==> src/rtl/cmp_timer_pkg.sv <==
package cmp_timer_pkg;

  localparam logic [1:0] ADDR_CTL  = 2'd0;
  localparam logic [1:0] ADDR_CMP  = 2'd1;
  localparam logic [1:0] ADDR_SNAP = 2'd2;

  localparam int BIT_EN   = 0;
  localparam int BIT_FREE = 2;
  localparam int BIT_IE   = 6;
  localparam int BIT_FLAG = 7;

  // strobes from control to datapath
  typedef struct packed {
    logic cntClr;      // timer off: hold counter at zero
    logic cntStep;     // advance this edge
    logic cntRestart;  // match in periodic mode: back to zero
    logic cmpLoad;     // compare register write
    logic snapTake;    // capture live count
  } dpCtl_t;

endpackage

==> src/rtl/cmp_timer_dp.sv <==
module cmp_timer_dp
  import cmp_timer_pkg::*;
#(
  parameter int CNT_W = 16
) (
  input  logic             clk,
  input  logic             rstN,
  input  dpCtl_t           dpCtl,
  input  logic [CNT_W-1:0] wrData,
  output logic             cntHit,
  output logic             cmpZero,
  output logic [CNT_W-1:0] cmpVal,
  output logic [CNT_W-1:0] snapVal
);

  localparam logic [CNT_W-1:0] ONE = CNT_W'(1);

  logic [CNT_W-1:0] cnt;

  always_ff @(posedge clk) begin
    if (!rstN) begin
      cnt <= '0;
    end else if (dpCtl.cntClr || dpCtl.cntRestart) begin
      cnt <= '0;
    end else if (dpCtl.cntStep) begin
      cnt <= cnt + ONE;
    end
  end

  always_ff @(posedge clk) begin
    if (!rstN) begin
      cmpVal <= '0;
    end else if (dpCtl.cmpLoad) begin
      cmpVal <= wrData;
    end
  end

  always_ff @(posedge clk) begin
    if (!rstN) begin
      snapVal <= '0;
    end else if (dpCtl.snapTake) begin
      snapVal <= cnt;
    end
  end

  assign cntHit  = (cnt == cmpVal);
  assign cmpZero = (cmpVal == '0);

  a_r2_step: assert property (@(posedge clk) disable iff (!rstN)
    (dpCtl.cntStep && !dpCtl.cntClr && !dpCtl.cntRestart) |=> cnt == $past(cnt) + ONE);
  a_r2_idle: assert property (@(posedge clk) disable iff (!rstN)
    (!dpCtl.cntStep && !dpCtl.cntClr) |=> $stable(cnt));
  a_r3_snap_hold: assert property (@(posedge clk) disable iff (!rstN)
    !dpCtl.snapTake |=> $stable(snapVal));
  a_r5_restart: assert property (@(posedge clk) disable iff (!rstN)
    dpCtl.cntRestart |=> cnt == '0);

endmodule

==> src/rtl/cmp_timer_ctrl.sv <==
module cmp_timer_ctrl
  import cmp_timer_pkg::*;
(
  input  logic       clk,
  input  logic       rstN,
  input  logic       regWrEn,
  input  logic [1:0] regAddr,
  input  logic       wrEnBit,
  input  logic       wrFreeBit,
  input  logic       wrIeBit,
  input  logic       wrFlagBit,
  input  logic       tickIn,
  input  logic       cntHit,
  input  logic       cmpZero,
  output dpCtl_t     dpCtl,
  output logic [7:0] ctlWord,
  output logic       irqOut,
  output logic       trigOut
);

  logic ctlEn, ctlFree, ctlIe, flag;
  logic wrCtl, enNext, step, hitEvt, latchMode;

  assign wrCtl     = regWrEn && (regAddr == ADDR_CTL);
  assign enNext    = wrCtl ? wrEnBit : ctlEn;
  assign step      = ctlEn && enNext && tickIn;
  assign hitEvt    = step && cntHit;
  assign latchMode = cmpZero && !ctlFree;

  always_comb begin
    dpCtl            = '0;
    dpCtl.cntClr     = !enNext;
    dpCtl.cntStep    = step;
    dpCtl.cntRestart = hitEvt && !ctlFree;
    dpCtl.cmpLoad    = regWrEn && (regAddr == ADDR_CMP);
    dpCtl.snapTake   = regWrEn && (regAddr == ADDR_SNAP);
  end

  always_ff @(posedge clk) begin
    if (!rstN) begin
      ctlEn   <= 1'b0;
      ctlFree <= 1'b0;
      ctlIe   <= 1'b0;
    end else begin
      ctlEn <= enNext;
      if (wrCtl) begin
        ctlFree <= wrFreeBit;
        ctlIe   <= wrIeBit;
      end
    end
  end

  // sticky flag: disable clears, a match wins over a software clear
  always_ff @(posedge clk) begin
    if (!rstN) begin
      flag <= 1'b0;
    end else if (!enNext) begin
      flag <= 1'b0;
    end else if (hitEvt) begin
      flag <= 1'b1;
    end else if (wrCtl && wrFlagBit) begin
      flag <= 1'b0;
    end
  end

  // trigger: held after a match in latch mode, else one advance wide
  always_ff @(posedge clk) begin
    if (!rstN) begin
      trigOut <= 1'b0;
    end else if (!enNext) begin
      trigOut <= 1'b0;
    end else if (step) begin
      trigOut <= latchMode ? (trigOut || hitEvt) : hitEvt;
    end
  end

  assign irqOut = ctlIe && flag;

  always_comb begin
    ctlWord           = '0;
    ctlWord[BIT_EN]   = ctlEn;
    ctlWord[BIT_FREE] = ctlFree;
    ctlWord[BIT_IE]   = ctlIe;
    ctlWord[BIT_FLAG] = flag;
  end

  a_r4_flag_trig: assert property (@(posedge clk) disable iff (!rstN)
    hitEvt |=> (flag && trigOut));
  a_r8_latch_hold: assert property (@(posedge clk) disable iff (!rstN)
    (trigOut && latchMode && enNext) |=> trigOut);
  a_r11_off: assert property (@(posedge clk) disable iff (!rstN)
    !ctlEn |-> (!flag && !trigOut));
  a_r10_w1c: assert property (@(posedge clk) disable iff (!rstN)
    (wrCtl && wrFlagBit && !hitEvt) |=> !flag);

endmodule

==> src/rtl/cmp_timer.sv <==
module cmp_timer
  import cmp_timer_pkg::*;
#(
  parameter int BUS_W = 16,
  parameter int CNT_W = 16
) (
  input  logic             clk,
  input  logic             rstN,
  input  logic             regWrEn,
  input  logic [1:0]       regAddr,
  input  logic [BUS_W-1:0] regWrData,
  output logic [BUS_W-1:0] regRdData,
  input  logic             tickIn,
  output logic             irqOut,
  output logic             trigOut
);

  dpCtl_t           dpCtl;
  logic             cntHit, cmpZero;
  logic [CNT_W-1:0] cmpVal, snapVal;
  logic [7:0]       ctlWord;

  cmp_timer_ctrl u_ctrl (
    .clk       (clk),
    .rstN      (rstN),
    .regWrEn   (regWrEn),
    .regAddr   (regAddr),
    .wrEnBit   (regWrData[BIT_EN]),
    .wrFreeBit (regWrData[BIT_FREE]),
    .wrIeBit   (regWrData[BIT_IE]),
    .wrFlagBit (regWrData[BIT_FLAG]),
    .tickIn    (tickIn),
    .cntHit    (cntHit),
    .cmpZero   (cmpZero),
    .dpCtl     (dpCtl),
    .ctlWord   (ctlWord),
    .irqOut    (irqOut),
    .trigOut   (trigOut)
  );

  cmp_timer_dp #(.CNT_W(CNT_W)) u_dp (
    .clk     (clk),
    .rstN    (rstN),
    .dpCtl   (dpCtl),
    .wrData  (regWrData[CNT_W-1:0]),
    .cntHit  (cntHit),
    .cmpZero (cmpZero),
    .cmpVal  (cmpVal),
    .snapVal (snapVal)
  );

  always_comb begin
    regRdData = '0;
    unique case (regAddr)
      ADDR_CTL:  regRdData[7:0]       = ctlWord;
      ADDR_CMP:  regRdData[CNT_W-1:0] = cmpVal;
      ADDR_SNAP: regRdData[CNT_W-1:0] = snapVal;
      default:   regRdData            = '0;
    endcase
  end

endmodule

==> config.mk <==
export PLATFORM = sky130hd
export DESIGN_NAME = cmp_timer
export DESIGN_NICKNAME = d
export VERILOG_FILES = /design/src/rtl/cmp_timer_pkg.sv /design/src/rtl/cmp_timer_dp.sv /design/src/rtl/cmp_timer_ctrl.sv /design/src/rtl/cmp_timer.sv
export SDC_FILE = /design/constraint.sdc
export NUM_CORES = 1
export LEC_CHECK = 0
export BUFFER_PORTS_ARGS = -buffer_cell sky130_fd_sc_hd__buf_2
export CORE_AREA = 2 2 99 101
export DETAILED_ROUTE_END_ITERATION = 10
export DIE_AREA = 0 0 101 103
export GPL_ROUTABILITY_DRIVEN = 1
export HOLD_SLACK_MARGIN = 0.15
export SETUP_SLACK_MARGIN = 0.2
export SLEW_MARGIN = 20
export SYNTH_ARGS = -nofsm -noshare
export SYNTH_HDL_FRONTEND = slang
export SYNTH_SLANG_ARGS = --single-unit
==> constraint.sdc <==
create_clock -name clk -period 2.7 [get_ports clk]
set_clock_uncertainty 0.15 [all_clocks]
set_input_delay 0.27 -clock clk [delete_from_list [all_inputs] [get_ports clk]]
set_output_delay 0.27 -clock clk [all_outputs]
set_load 0.005 [all_outputs]
==> results of run 1 <==
## power by group
part | switching, mW | internal [mW]
combinational | 0.0723 | 0.0663
sequential | 0.0145 | 0.790
clock | 0.262 | 0.180
total | 0.349 | 1.04
## final cells by class
class | count | share of cell area
multi-input combinational | 248 | 0.473
sequential | 53 | 0.328
timing repair buffer | 61 | 0.124
tap | 114 | 0.0441
clock buffer | 5 | 0.0213
clock inverter | 3 | 0.00542
inverter | 4 | 0.00464
## per-layer routing
layer,GRT usage,share of wire,up-vias
met5,0,0,-
met4,0.0301,0.0051,0
met3,0.0224,0.049,4
met2,0.217,0.46,51
met1,0.193,0.48,1082
li1,-,-,1185
## registers in the layout, indices dropped and copies added (netlist names)
register,flops
u_ctrl.ctlEn,1
u_ctrl.ctlFree,1
u_ctrl.ctlIe,1
u_ctrl.flag,1
u_ctrl.trigOut,1
u_dp.cmpVal,16
u_dp.cnt,16
u_dp.snapVal,16
## logic make-up (layout without fill, tap and decap cells)
family,Yosys count,count (layout),synth area share
compound gates,55,55,0.155
xor+xnor,31,31,0.0994
mux,1,1,0.00367
buf+inv,27,73,0.0513
simple gates,156,156,0.279
flops,53,53,0.389
fa+ha+maj,5,5,0.0229
## metrics by stage
stage,hold slack (ns),setup slack [ns],power (mW),instance area (µm²)
final,0.157,0.644,1.38,3230
after global routing,0.177,0.527,1.44,3230
after floorplan,0.255,0.716,0.896,2730
after CTS,0.153,0.650,1.39,3230
after global placement,0.294,0.508,0.943,2990
after detailed placement,0.301,0.471,0.943,2990
## path summary, 6_finish.rpt
path / startpoint / endpoint / slack [ns] / cells past startpoint
worst max-delay path: regWrData[0] / u_dp.cnt[5]$_SDFFE_PP0P_ / 0.64 / 7
worst min-delay path: rstN / u_ctrl.ctlEn$_SDFF_PN0_ / 0.16 / 3
worst max register to register: u_dp.cnt[2]$_SDFFE_PP0P_ / u_dp.cnt[15]$_SDFFE_PP0P_ / 0.85 / 5
worst min register to register: u_dp.snapVal[7]$_SDFFE_PN0P_ / u_dp.snapVal[7]$_SDFFE_PN0P_ / 0.32 / 2
## what timing repair did
action | CTS | global route
hold buffers | 16 | 0
endpoints found under the hold margin | 19 | 0
buffers inserted | 0 | 0
resized for setup | 0 | 0
endpoints found under the setup margin | 0 | 0
## worst reg2reg max path: stages (launching register included)
cell and delay [ns]:
dfxtp_1 0.46, and3_1 0.20, or3b_1 0.51, nor3_4 0.23, xnor2_1 0.15, nor2_2 0.04
## layout by cell type (no fill, tap or decap), types with 3 or more instances in the layout
master,n
a222oi_1,4
xor2_1,10
nor3_4,3
nand3_1,9
dlygate4sd3_1,16
nor4_1,3
xnor2_1,21
buf_2,39
nor2b_1,8
a21boi_1,4
nand2_1,79
nor2_1,27
a22oi_1,12
dfxtp_1,53
ha_1,5
and2_1,3
nand4_1,6
clkbuf_8,5
inv_1,4
a21boi_0,30
nor3_1,5
buf_4,6
a21oi_1,4
==> reports/summary.txt, run 1 <==
antenna violations before repair: 0
Area growth syn-to-layout: 18.5%
total gr overflow: 0
Top Ports: 40
vias in the first global route: 2253
Worst Tran Pin Value: 0.601 ns
sequential share of the synthesized area: 0.389
Multi-input gate area: 1530 µm²
Slew headroom: 0.599
gr usage total: 0.136
clk sinks: 53
DR pass1 iterations: 4
Ant. Diodes: 0
Total Wirelength: 6860 µm
period utilization: 0.761
Slew Viols, Final: 0
unrepaired setup endpoints after global routing: false
RePlAce Congestion: 0.865
Lkg Pwr: 1.18 nW
Setup Crit Path Kind: input port to flop
Final Hold Vio Count: 0
die width: 101 µm
Worst EP required: 2.75 ns
area leader, netlist: dfxtp_1
Fillers: 986
setup_tns: 0 ns
largest cells by area after synthesis: dfxtp_1, nand2_1, a21boi_0
Crit Path Max Fanout: 16
register area: 1060 µm²
register bit total from synthesis: 53
Async S/R FF share, synth: 0
Rows: 36
Vias: 2322
Hold Path Class: input port to flop
largest net degree at the start of global routing: 35
most instantiated cells after synthesis: nand2_1, dfxtp_1, a21boi_0
slowest CP cell: dlygate4sd3_1
clock-pin slew on the worst setup and hold paths: 0.10 ns
DRT iter0 DRCs: 186
CP startpoint kind: input port
Vias/cell: 4.76
Mean Syn Cell Area: 8.32 µm²
Placed Cells incl. Taps: 464
final core occ: 0.342
CP Cell Sequence: dlygate4sd3_1 > buf_2 > and3b_4 > or2_1 > nor3_4 > a31o_4 > nor2_1
Final HPWL DP: 5220 µm
clk_lat worst skew: 0.31 ns
VDD IR max: 191 µV
Final ANT Viol Nets: 0
Worst Path Buf+Inv: 2
run status: completed
CTS tree: done
first-pass GRT wire length: 11200 µm
CTS Root Cell: clkbuf_8
Num CTS Buffers: 5
critical path's top delay family: simple AND/OR/NAND/NOR gates
non-filler cells, final: 488
Crit. End Element: flop
Final Setup Violations: 0
synth warn: 0
number of flops mapped to enable cells by yosys: 0
most used flip-flop cell after synthesis: dfxtp_1
Synth cell types: 37
max cap viols: 0
H-tree depth: 2
Net Count, Synth: 355
port bufs: 39
P per Cell Area: 428 nW/µm²
area share of the largest cell type after synthesis: 0.389
die area: 10400 µm²
Worst Path Arrival: 2.10 ns
drt drc: 0
Final nets: 400
FMAX: 486 MHz
Worst path max stage delay: 0.52 ns
Syn Inst Count: 328
initial core utilization: 0.289
routed len/inst: 14.1 µm
Die Height: 103 µm
mapped cell area: 2730 µm²
Period minus WS final: 2.06 ns
most numerous cell in the Yosys netlist: nand2_1
core area: 9460 µm²
share of cells above drive strength 1: 0.168
maximum clock path buffer count: 2
Note: power is estimated with default switching activity, not from simulation.
==> inputs of run 2 (changes only) <==
==> constraint.sdc (replaced) <==
create_clock -name clk -period 2 [get_ports clk]
set_clock_uncertainty 0.15 [all_clocks]
set_input_delay 0.2 -clock clk [delete_from_list [all_inputs] [get_ports clk]]
set_output_delay 0.2 -clock clk [all_outputs]
set_load 0.005 [all_outputs]
==> reports/summary.txt, run 2 (synthesized netlist as in run 1, its figures left out) <==
Routed met3 length: 350 µm (+5.1%)
Final Hold Vio Count: 0 (unchanged)
postcts setup bufs: 0 (unchanged)
Vias: 2452 (+5.6%)
placed inst area: 3160 µm² (+5.7%)
Slew headroom: 0.719 (+0.120)
Final Setup Violations: 0 (unchanged)
clock-pin slew on the worst setup and hold paths: 0.10 ns (about the same)
DR pass1 iterations: 4 (unchanged)
post-route cell area: 3460 µm² (+6.9%)
Placed Cells incl. Taps: 480 (+3.4%)
RePlAce Congestion: 0.842 (-2.6%)
antenna violations before repair: 0 (unchanged)
Num CTS Buffers: 5 (unchanged)
Worst Path Arrival: 1.79 ns (-0.31 ns)
Die Height: 103 µm (unchanged)
setup_tns: 0 ns (unchanged)
Worst Tran Pin Value: 0.418 ns (-0.184 ns)
die area: 10400 µm² (unchanged)
Slew Viols, Final: 0 (unchanged)
Final nets: 418 (+4.5%)
core area: 9460 µm² (unchanged)
commonest cells after routing, fill and taps aside: nand2_1, dfxtp_1, buf_2, a21boi_0, nor2_1
top layer in use: met4
Total Wirelength: 7420 µm (+8.3%)
total gr overflow: 0 (unchanged)
DRT iter0 DRCs: 160 (-14%)
leading cell type in the layout, fill and taps excluded: nand2_1
routed len/inst: 14.7 µm (+4.4%)
Setup Crit Path Kind: flop to flop
Ant. Diodes: 0 (unchanged)
Period minus WS final: 1.75 ns
FMAX: 573 MHz
Lkg Pwr: 1.30 nW (+9.6%)
clk sinks: 53 (unchanged)
Rows: 36 (unchanged)
Area growth syn-to-layout: 26.6%
clk_lat worst skew: 0.31 ns (about the same)
H-tree depth: 2 (unchanged)
vias in the first global route: 2270 (+0.75%)
drt drc: 0 (unchanged)
Crit Path Max Fanout: 16 (unchanged)
Top Ports: 40 (unchanged)
largest registers: u_dp.cmpVal (16), u_dp.cnt (16), u_dp.snapVal (16)
largest net degree at the start of global routing: 30 (-14%)
gr usage total: 0.146 (+0.00971)
CP startpoint kind: flop
non-filler cells, final: 506 (+3.7%)
Worst EP required: 2.05 ns (-0.70 ns)
die width: 101 µm (unchanged)
maximum clock path buffer count: 2 (unchanged)
Final HPWL DP: 5570 µm (+6.8%)
met2 WL post-DR: 3520 µm (+11%)
final core occ: 0.365 (+0.0235)
unrepaired setup endpoints after global routing: false
Hold Path Class: input port to flop
WHS: 0.170 ns (+0.0132 ns)
first-pass GRT wire length: 11800 µm (+5.3%)
VDD IR max: 313 µV (+64%)
Crit. End Element: flop
Vias/cell: 4.85 (+1.8%)
CTS tree: done
port bufs: 39 (unchanged)
CTS Root Cell: clkbuf_8
P per Cell Area: 566 nW/µm² (+32%)
period utilization: 0.873
Final ANT Viol Nets: 0 (unchanged)
wl on met1: 3470 µm (+4.7%)
max cap viols: 0 (unchanged)
initial core utilization: 0.289 (unchanged)
run status: completed
share of cells above drive strength 1: 0.235 (+0.0662)
-- run 2: timing repair --
item                                   in CTS  in global routing
setup endpoints to repair                   2                 23
hold buffers                               18                  0
pin swaps                                   0                  1
endpoints found under the hold margin      24                  0
gates resized for setup                     1                  9
-- run 2: final timing paths --
check,start,endpoint,slack [ns],cells after the start
worst max-delay path,u_dp.cmpVal[3]$_SDFFE_PN0P_,u_dp.cnt[0]$_SDFFE_PP0P_,0.25,5
worst min-delay path,regWrEn,u_ctrl.flag$_SDFFE_PN0P_,0.17,4
worst max register to register,u_dp.cmpVal[3]$_SDFFE_PN0P_,u_dp.cnt[0]$_SDFFE_PP0P_,0.25,5
worst min register to register,u_dp.snapVal[7]$_SDFFE_PN0P_,u_dp.snapVal[7]$_SDFFE_PN0P_,0.31,2
-- run 2: layout make-up --
| class | count | area [µm²] |
|---|---|---|
| Clock inverter | 2 | 13.8 |
| Fill cell | 999 | 6000 |
| Sequential cell | 53 | 1070 |
| Timing Repair Buffer | 79 | 578 |
| Tap cell | 114 | 143 |
| Clock buffer | 6 | 82.6 |
| Multi-Input combinational cell | 248 | 1560 |
| Inverter | 4 | 15.0 |
-- run 2: metal layers --
metal | vias to the layer above | track usage
met5 | - | 0
met4 | 0 | 0.0385
met3 | 7 | 0.0231
met2 | 58 | 0.232
met1 | 1168 | 0.205
li1 | 1219 | -
-- run 2: where the power goes --
group	internal [mW]	switching (mW)
combinational	0.113	0.113
sequential	1.07	0.0154
clock	0.282	0.365
-- run 2: worst max-delay path, cell delays in order (launching register included) --
cell and delay, ns:
dfxtp_1 0.46, xnor2_1 0.18, nand4_1 0.14, nor3_2 0.29, a31o_4 0.33, nor2_1 0.08
-- run 2: metrics by stage --
| step | total power, mW | setup slack, ns |
|---|---|---|
| CTS | 1.96 | 0.205 |
| floorplan | 1.21 | 0.209 |
| global placement | 1.30 | 0.126 |
| global route | 2.04 | 0.192 |
| finish | 1.96 | 0.254 |
| detailed placement | 1.30 | 0.0720 |
